==> src/rtl/cps_pkg.sv <==
package cps_pkg;
  localparam int CAL_MAG_W = 5;

  typedef struct packed {
    logic                 pos;
    logic [CAL_MAG_W-1:0] mag;
  } cal_t;

  // Weight a node pulse contributes to the second counter.
  function automatic logic [1:0] node_weight(input logic node, input logic corr,
                                             input logic pos);
    if (!node) return 2'd0;
    if (!corr) return 2'd1;
    return pos ? 2'd2 : 2'd0;
  endfunction
endpackage

==> src/rtl/cps_prescaler.sv <==
module cps_prescaler #(
  parameter int PRE_W = 8
) (
  input  logic             clk,
  input  logic             rst_n,
  input  logic             adv,
  output logic [PRE_W-1:0] pre_q,
  output logic             node_pulse
);
  localparam logic [PRE_W-1:0] PRE_LAST = '1;

  assign node_pulse = adv && (pre_q == PRE_LAST);

  always_ff @(posedge clk) begin
    if (!rst_n)   pre_q <= '0;
    else if (adv) pre_q <= pre_q + 1'b1;
  end
endmodule

==> src/rtl/cps_sec_count.sv <==
module cps_sec_count #(
  parameter int SEC_DIV = 128
) (
  input  logic       clk,
  input  logic       rst_n,
  input  logic [1:0] inc,
  output logic       sec_carry,
  output logic       sec_tick
);
  localparam int SEC_W = (SEC_DIV > 2) ? $clog2(SEC_DIV) : 1;
  localparam int SW1   = SEC_W + 1;
  localparam logic [SW1-1:0] DIV_V = SW1'(SEC_DIV);

  logic [SEC_W-1:0] cnt_q;
  logic [SW1-1:0]   sum;
  logic [SW1-1:0]   wrapped;

  always_comb begin
    sum       = {1'b0, cnt_q} + SW1'(inc);
    sec_carry = (sum >= DIV_V);
    wrapped   = sec_carry ? (sum - DIV_V) : sum;
  end

  always_ff @(posedge clk) begin
    if (!rst_n) begin
      cnt_q    <= '0;
      sec_tick <= 1'b0;
    end else begin
      cnt_q    <= wrapped[SEC_W-1:0];
      sec_tick <= sec_carry;
    end
  end
endmodule

==> src/rtl/cps_cal_sched.sv <==
module cps_cal_sched
  import cps_pkg::*;
#(
  parameter int PERIOD_SECS = 64
) (
  input  logic                 clk,
  input  logic                 rst_n,
  input  logic                 node_pulse,
  input  logic                 sec_carry,
  input  cal_t                 cal_in,
  output logic                 corr_now,
  output logic                 arm_q,
  output cal_t                 cal_q,
  output logic [CAL_MAG_W-1:0] fix_q
);
  localparam int PER_W = (PERIOD_SECS > 2) ? $clog2(PERIOD_SECS) : 1;
  localparam logic [PER_W-1:0] PER_LAST = PER_W'(PERIOD_SECS - 1);

  logic [PER_W-1:0] per_q;
  logic             last_sec;

  assign last_sec = sec_carry && (per_q == PER_LAST);
  assign corr_now = node_pulse && !arm_q && (fix_q < cal_q.mag);

  always_ff @(posedge clk) begin
    if (!rst_n) begin
      per_q <= '0;
      arm_q <= 1'b1;
      cal_q <= '0;
      fix_q <= '0;
    end else begin
      arm_q <= last_sec;
      if (last_sec)       per_q <= '0;
      else if (sec_carry) per_q <= per_q + 1'b1;
      if (arm_q) begin
        cal_q <= cal_in;
        fix_q <= '0;
      end else if (corr_now) begin
        fix_q <= fix_q + 1'b1;
      end
    end
  end
endmodule

==> src/rtl/cal_prescaler.sv <==
module cal_prescaler
  import cps_pkg::*;
#(
  parameter int PRE_W       = 8,
  parameter int SEC_DIV     = 128,
  parameter int PERIOD_SECS = 64,
  parameter int TEST_BIT    = 5
) (
  input  logic                 clk,
  input  logic                 rst_n,
  input  logic                 osc_tick,
  input  logic                 stop,
  input  logic                 cal_pos,
  input  logic [CAL_MAG_W-1:0] cal_mag,
  input  logic                 ftest_en,
  output logic                 sec_tick,
  output logic                 ftest_out
);
  logic                 adv;
  logic [PRE_W-1:0]     pre_q;
  logic                 node_pulse;
  logic                 corr_now;
  logic                 arm_q;
  logic                 sec_carry;
  logic [1:0]           inc;
  cal_t                 cal_in;
  cal_t                 cal_q;
  logic [CAL_MAG_W-1:0] fix_q;

  assign adv    = osc_tick && !stop;
  assign cal_in = '{pos: cal_pos, mag: cal_mag};
  assign inc    = node_weight(node_pulse, corr_now, cal_q.pos);

  cps_prescaler #(.PRE_W(PRE_W)) u_pre (
    .clk(clk), .rst_n(rst_n), .adv(adv), .pre_q(pre_q), .node_pulse(node_pulse)
  );

  cps_cal_sched #(.PERIOD_SECS(PERIOD_SECS)) u_sched (
    .clk(clk), .rst_n(rst_n), .node_pulse(node_pulse), .sec_carry(sec_carry),
    .cal_in(cal_in), .corr_now(corr_now), .arm_q(arm_q), .cal_q(cal_q), .fix_q(fix_q)
  );

  cps_sec_count #(.SEC_DIV(SEC_DIV)) u_sec (
    .clk(clk), .rst_n(rst_n), .inc(inc), .sec_carry(sec_carry), .sec_tick(sec_tick)
  );

  assign ftest_out = ftest_en && pre_q[TEST_BIT];
endmodule

==> config.mk <==
export PLATFORM = sky130hd
export DESIGN_NAME = cal_prescaler
export DESIGN_NICKNAME = d
export VERILOG_FILES = /design/src/rtl/cps_pkg.sv /design/src/rtl/cps_prescaler.sv /design/src/rtl/cps_sec_count.sv /design/src/rtl/cps_cal_sched.sv /design/src/rtl/cal_prescaler.sv
export SDC_FILE = /design/constraint.sdc
export NUM_CORES = 1
export LEC_CHECK = 0
export BUFFER_PORTS_ARGS = -buffer_cell sky130_fd_sc_hd__buf_2
export CAP_MARGIN = 20
export CORE_UTILIZATION = 25
export DETAILED_ROUTE_END_ITERATION = 8
export GPL_ROUTABILITY_DRIVEN = 0
export SYNTH_ARGS = -nofsm -noshare
export SYNTH_HDL_FRONTEND = slang
export SYNTH_HIERARCHICAL = 1
export SYNTH_SLANG_ARGS = --single-unit
export TNS_END_PERCENT = 10
==> constraint.sdc <==
create_clock -name clk -period 4.2 [get_ports clk]
set_clock_uncertainty 0.05 [all_clocks]
set_input_delay 0.21 -clock clk [delete_from_list [all_inputs] [get_ports clk]]
set_output_delay 0.21 -clock clk [all_outputs]
set_load 0.005 [all_outputs]
# [Word-level counts from Yosys, hierarchy flattened]
# Index checks and enable logic that the tools add are counted.
[classes] addsub=5 order_cmp=2 muxes=8 n_bitwise=1 n_reduce_logical=10 n_eq_ne=2
[op_table] op="$mux W2" count=5
[op_table] op="$add A7 B2 Y8" count=1
[op_table] op="$add A8 B1 Y8 const B" count=1
[op_table] op="$eq A8 B8 Y1 const B" count=1
[op_table] op="$ge A8 B8 Y1 const B" count=1
[op_table] op="$mux W7" count=1
[op_table] op="$sub A7 B1 Y7 const B" count=1
[op_table] op="$add A6 B1 Y6 const B" count=1
[op_table] op="$eq A6 B6 Y1 const B" count=1
[op_table] op="$logic_and A1 B1 Y1" count=6
[op_table] op="$add A5 B1 Y5 const B" count=1
[op_table] op="$lt A5 B5 Y1" count=1
[op_table] op="$reduce_or A2 Y1" count=2
[op_table] op="$logic_not A1 Y1" count=2
[op_table] op="$mux W1" count=2
[op_table] op="$not A1 Y1" count=1
[word_totals] output_inout_bits=2 regBits=34

# [Logic depth before layout (Yosys ltp)]
[logic_depth] word_depth=13 ltp_mapped=15 ltp_nobuf=14

# [Modules after synthesis]
# Netlist, hierarchy kept.
[modules_own_cells] mod="cps_cal_sched" cells_per_inst=86 area_each_um2=854.6 instances=1 seq_area_each_um2=360.3
[modules_own_cells] mod="cps_prescaler" cells_per_inst=39 area_each_um2=367.9 instances=1 seq_area_each_um2=160.2
[modules_own_cells] mod="cps_sec_count" cells_per_inst=35 area_each_um2=351.6 instances=1 seq_area_each_um2=160.2
[modules_own_cells] mod="cal_prescaler" cells_per_inst=4 area_each_um2=28.8 instances=1 seq_area_each_um2=0.0

# [Least setup slack after synthesis]
# OpenSTA, ideal clock, no wires.
[synth_path] path_kind="reg-to-reg" start="register u_pre.pre_q[0]" end="register u_sched.per_q[5]" arrival_ps=2800 path_stages_with_launch=15 required_ps=4080 synth_period_minus_slack_ps=2920 slack_ps=1280 n_path_buf=0 setup_ps=70 path_cell_list="dfxtp_1 ha_1 nand3_1 nor2_1 and3_1 nand3_2 a31oi_4 and3_2 ha_1 a21oi_1 nor2_1 and3_1 nand4_1 or3_1 a21oi_1"
[synth_between] elab_chain_len=12 elab_cells_between_ends=13 cone_classes="1 x add/sub; 1 x order compare; 1 x eq/ne; 5 x mux; 5 x reduce/logical"
[synth_lines] element="start: declaration" line_no="cps_prescaler.sv:7" text="output logic [PRE_W-1:0] pre_q,"
[synth_lines] element="start signal: assignment" line_no="cps_prescaler.sv:16" text="else if (adv) pre_q <= pre_q + 1'b1;"
[synth_lines] element="$eq A8 B8 Y1 *" line_no="cps_prescaler.sv:12" text="assign node_pulse = adv && (pre_q == PRE_LAST);"
[synth_lines] element="$logic_and A1 B1 Y1 *" line_no="cps_prescaler.sv:12"
[synth_lines] element="named net node_pulse" line_no="cal_prescaler.sv:21" text="logic node_pulse;"
[synth_lines] element="$logic_and A1 B1 Y1 * (2 in a row)" line_no="cps_cal_sched.sv:23" text="assign corr_now = node_pulse && !arm_q && (fix_q < cal_q.mag);"
[synth_lines] element="named net corr_now" line_no="cal_prescaler.sv:22" text="logic corr_now;"
[synth_lines] element="$mux W1 (2 in a row)" line_no="cps_pkg.sv:13" text="if (!corr) return 2'd1;"
[synth_lines] element="$mux W2 *" line_no="cps_pkg.sv:14" text="return pos ? 2'd2 : 2'd0;"
[synth_lines] element="$mux W2 *" line_no="cps_pkg.sv:13"
[synth_lines] element="named net inc[1]" line_no="cal_prescaler.sv:25" text="logic [1:0] inc;"
[synth_lines] element="$add A7 B2 Y8 *" line_no="cps_sec_count.sv:19" text="sum = {1'b0, cnt_q} + SW1'(inc);"
[synth_lines] element="$ge A8 B8 Y1 *" line_no="cps_sec_count.sv:20" text="sec_carry = (sum >= DIV_V);"
[synth_lines] element="named net sec_carry" line_no="cal_prescaler.sv:24" text="logic sec_carry;"
[synth_lines] element="$logic_and A1 B1 Y1" line_no="cps_cal_sched.sv:22" text="assign last_sec = sec_carry && (per_q == PER_LAST);"
[synth_lines] element="$reduce_or A2 Y1 (no line)"
[synth_lines] element="end signal: assignment" line_no="cps_cal_sched.sv:34" text="else if (sec_carry) per_q <= per_q + 1'b1;"
[synth_lines] element="end: declaration" line_no="cps_cal_sched.sv:19" text="logic [PER_W-1:0] per_q;"
# Mark *: on every way through the listed nets, which the timed path passes. The rest lies on a longest branch. The select of a mux whose other input is x is not followed.
# A chain may end at the register's enable or synchronous reset.

# [Final worst setup path]
# Same ends and word-level chain as after synthesis.

==> flow_metrics.env <==
export IMPL_powerDensity_nw_per_um2=331.4
export IMPL_yosys_warnings=6
export IMPL_peakVddDrop_mv=0.1559
export IMPL_coreArea_um2=6061
export IMPL_nets=202
export IMPL_maxSlewViolCount=0
export IMPL_grt_pass1_wl_mm=4.416
export IMPL_die_area_um2=6735
export IMPL_relSlewSlack=0.6784
export IMPL_drc=0
export IMPL_port_buffer_count=12
export IMPL_ant_nets=0
export IMPL_syn_nets=185
export IMPL_cts_sinks=34
export IMPL_endpoint_kind="flip-flop"
export IMPL_antenna_found_initial=0
export IMPL_cts_hold_buf=0
export IMPL_grt_max_degree=31
export IMPL_drive_gt1_frac=0.1538
export IMPL_clock_latency_ns=0.28
export IMPL_grt_pass1_vias=1049
export IMPL_pin_count=13
export IMPL_layout_min_cycle_time_ns=3.293
export IMPL_area_delta_synth_final_pct=14.36
export IMPL_setup_violations=0
export IMPL_synth_cell_area_um2=1603
export IMPL_num_rows=28
export IMPL_overflow=0
export IMPL_die_width_um=82.07
export IMPL_hold_worst_slack_ns=0.1404
export IMPL_yosysSeqAreaShare=0.4247
export IMPL_tns_ns=0
export IMPL_arrival_ns=3.45
export IMPL_hold_viol=0
export IMPL_start_util=0.2645
export IMPL_syn_mean_instance_area_um2=9.773
export IMPL_viasPerCell=4.315
export IMPL_dr_pass1_iters=4
export IMPL_dp_hpwl_mm=1.829
export IMPL_synthCells=164
export IMPL_rsz0062_at_grt="false"
export IMPL_cts_buffer_depth=2
export IMPL_start_kind="flip-flop"
export IMPL_crit_fanout=10
export IMPL_grt_usage=0.08651
export IMPL_power_leakage_nw=0.7548
export IMPL_avgRoutedWirePerCell_um=9.708
export IMPL_hold_path_class="in2reg"
export IMPL_n_antenna_cell=0
export IMPL_layout_setup_ws_ns=0.9066
export IMPL_synth_edf_count=0
export IMPL_die_h_um=82.07
export IMPL_cts_setup_buffers=0
export IMPL_min_period_over_period=0.7841
export IMPL_status="finished, final reports clean"
export IMPL_async_reset_ff_frac=0
export IMPL_nFillCells=643
export IMPL_maxCapViolations=0
export IMPL_synthFlopType="dfxtp_1"
export IMPL_synth_cell_types=35
export IMPL_critical_path_class="reg2reg"
export IMPL_via_count=1109
export IMPL_drt_iter0_markers=48
export IMPL_required_ns=4.36
export IMPL_totalWireLength_mm=2.495
export IMPL_max_freq_ghz=0.3036
export IMPL_path_clk_slew_ns=0.07
export IMPL_tritoncts="yes"
export IMPL_worstMarginPinSlew_ns=0.4817
export IMPL_cts_root_buf="clkbuf_8"
export IMPL_cts_made_buffers=5
export IMPL_place_ws_ns=0.7591
export IMPL_cts_resized=0
export IMPL_htree_levels=2
export IMPL_synth_seq_cells=34
cell type report:
type | count | area (µm²) | area share
well taps | 75 | 93.84 | 0.05119
repair buffers | 12 | 60.06 | 0.03276
flip-flops and latches | 34 | 680.7 | 0.3713
multi-input cells | 120 | 873.3 | 0.4765
inverters | 8 | 30.03 | 0.01638
clock buffers | 6 | 82.58 | 0.04505
clock inverters | 2 | 12.51 | 0.006826
where the power goes:
part / internal, mW / leakage (nW) / switching, mW / total, mW
Clock: 0.132 / 0.0472 / 0.116 / 0.248
Sequential: 0.327 / 0.276 / 0.00500 / 0.332
Combinational: 0.0136 / 0.432 / 0.0138 / 0.0273
Total: 0.473 / 0.755 / 0.135 / 0.607
per-stage QoR:
stage | cell area [µm²] | power (mW) | util | std cells
global placement | 1738 | 0.3676 | 0.2867 | 249
floorplan | 1603 | 0.3578 | - | 164
finish | 1833 | 0.6075 | 0.3024 | 257
detailed placement | 1738 | 0.3681 | 0.2867 | 249
CTS | 1833 | 0.6164 | 0.3024 | 257
global route | 1833 | 0.6356 | 0.3024 | 257
critical path, stage by stage, from the launching register on:
cell and delay, ns:
dfxtp_1 0.40, ha_1 0.21, nand3_1 0.10, nor2_1 0.20, and3_1 0.23, nand3_2 0.09, a31oi_4 0.29, and3_2 0.27
ha_1 0.13, a21oi_1 0.08, nor2_1 0.19, and3_1 0.30, nand4_1 0.17, or3_1 0.38, a21oi_1 0.14
cells in the final DEF, fill, tap and decap left out, drive strengths merged, types with 6 or more instances in the layout:
master | netlist | final
and2 | 11 | 11
buf | 2 | 12
clkbuf | 0 | 6
dfxtp | 34 | 34
ha | 9 | 9
inv | 8 | 8
mux2i | 13 | 13
nand2 | 13 | 13
nand3 | 7 | 7
nor2 | 9 | 9
nor2b | 9 | 9
xnor2 | 8 | 8
sequential cells by signal (all words and copies together), names as in the netlist:
signal and count:
u_sched/cal_q 6, u_sec/sec_tick 1, u_sched/arm_q 1, u_sched/per_q 6, u_sec/cnt_q 7, u_sched/fix_q 5, u_pre/pre_q 8
metal layers:
| metal | share of wire | GRT usage | vias up |
|---|---|---|---|
| li1 | - | - | 590 |
| met1 | 0.51 | 0.1087 | 499 |
| met2 | 0.44 | 0.1331 | 16 |
| met3 | 0.045 | 0.03333 | 4 |
| met4 | 0.0092 | 0.03158 | 0 |
| met5 | 0 | 0 | - |
kinds of logic (layout without fill, tap and decap cells):
| logic type | count (synthesis) | count (layout) | synth area share |
|---|---|---|---|
| and+or+nand+nor | 69 | 69 | 0.2459 |
| adders and majority gates | 10 | 10 | 0.08275 |
| xor gates and xnor gates | 11 | 11 | 0.06011 |
| AOI/OAI and AO/OA | 17 | 17 | 0.07494 |
| DFF | 34 | 34 | 0.4247 |
| muxes | 13 | 13 | 0.08118 |
| buffers and inverters | 10 | 28 | 0.03045 |
path summary, 6_finish.rpt:
check	startpoint	to	slack, ns	depth (start not counted)
max	u_pre/pre_q[0]	u_sched/per_q[5]	0.91	14
min	cal_mag[1]	u_sched/cal_q[1]	0.14	3
max reg2reg	u_pre/pre_q[0]	u_sched/per_q[5]	0.91	14
min reg2reg	u_pre/pre_q[6]	u_pre/pre_q[6]	0.43	2
cells in the mapped netlist, drive strengths merged, types with 2 or more instances:
| master | n | area, µm² |
|---|---|---|
| a21boi | 3 | 22.52 |
| a21o | 2 | 16.27 |
| a21oi | 5 | 25.02 |
| and2 | 11 | 68.82 |
| and3 | 5 | 32.53 |
| buf | 2 | 18.77 |
| dfxtp | 34 | 680.7 |
| ha | 9 | 112.6 |
| inv | 8 | 30.03 |
| mux2i | 13 | 130.1 |
| nand2 | 13 | 48.80 |
| nand2b | 4 | 25.02 |
| nand3 | 7 | 40.04 |
| nand4 | 4 | 31.28 |
| nor2 | 9 | 41.29 |
| nor2b | 9 | 56.30 |
| o21ai | 5 | 25.02 |
| or3 | 3 | 18.77 |
| xnor2 | 8 | 70.07 |
| xor2 | 3 | 26.28 |
Power figures use the tool's default switching activity.
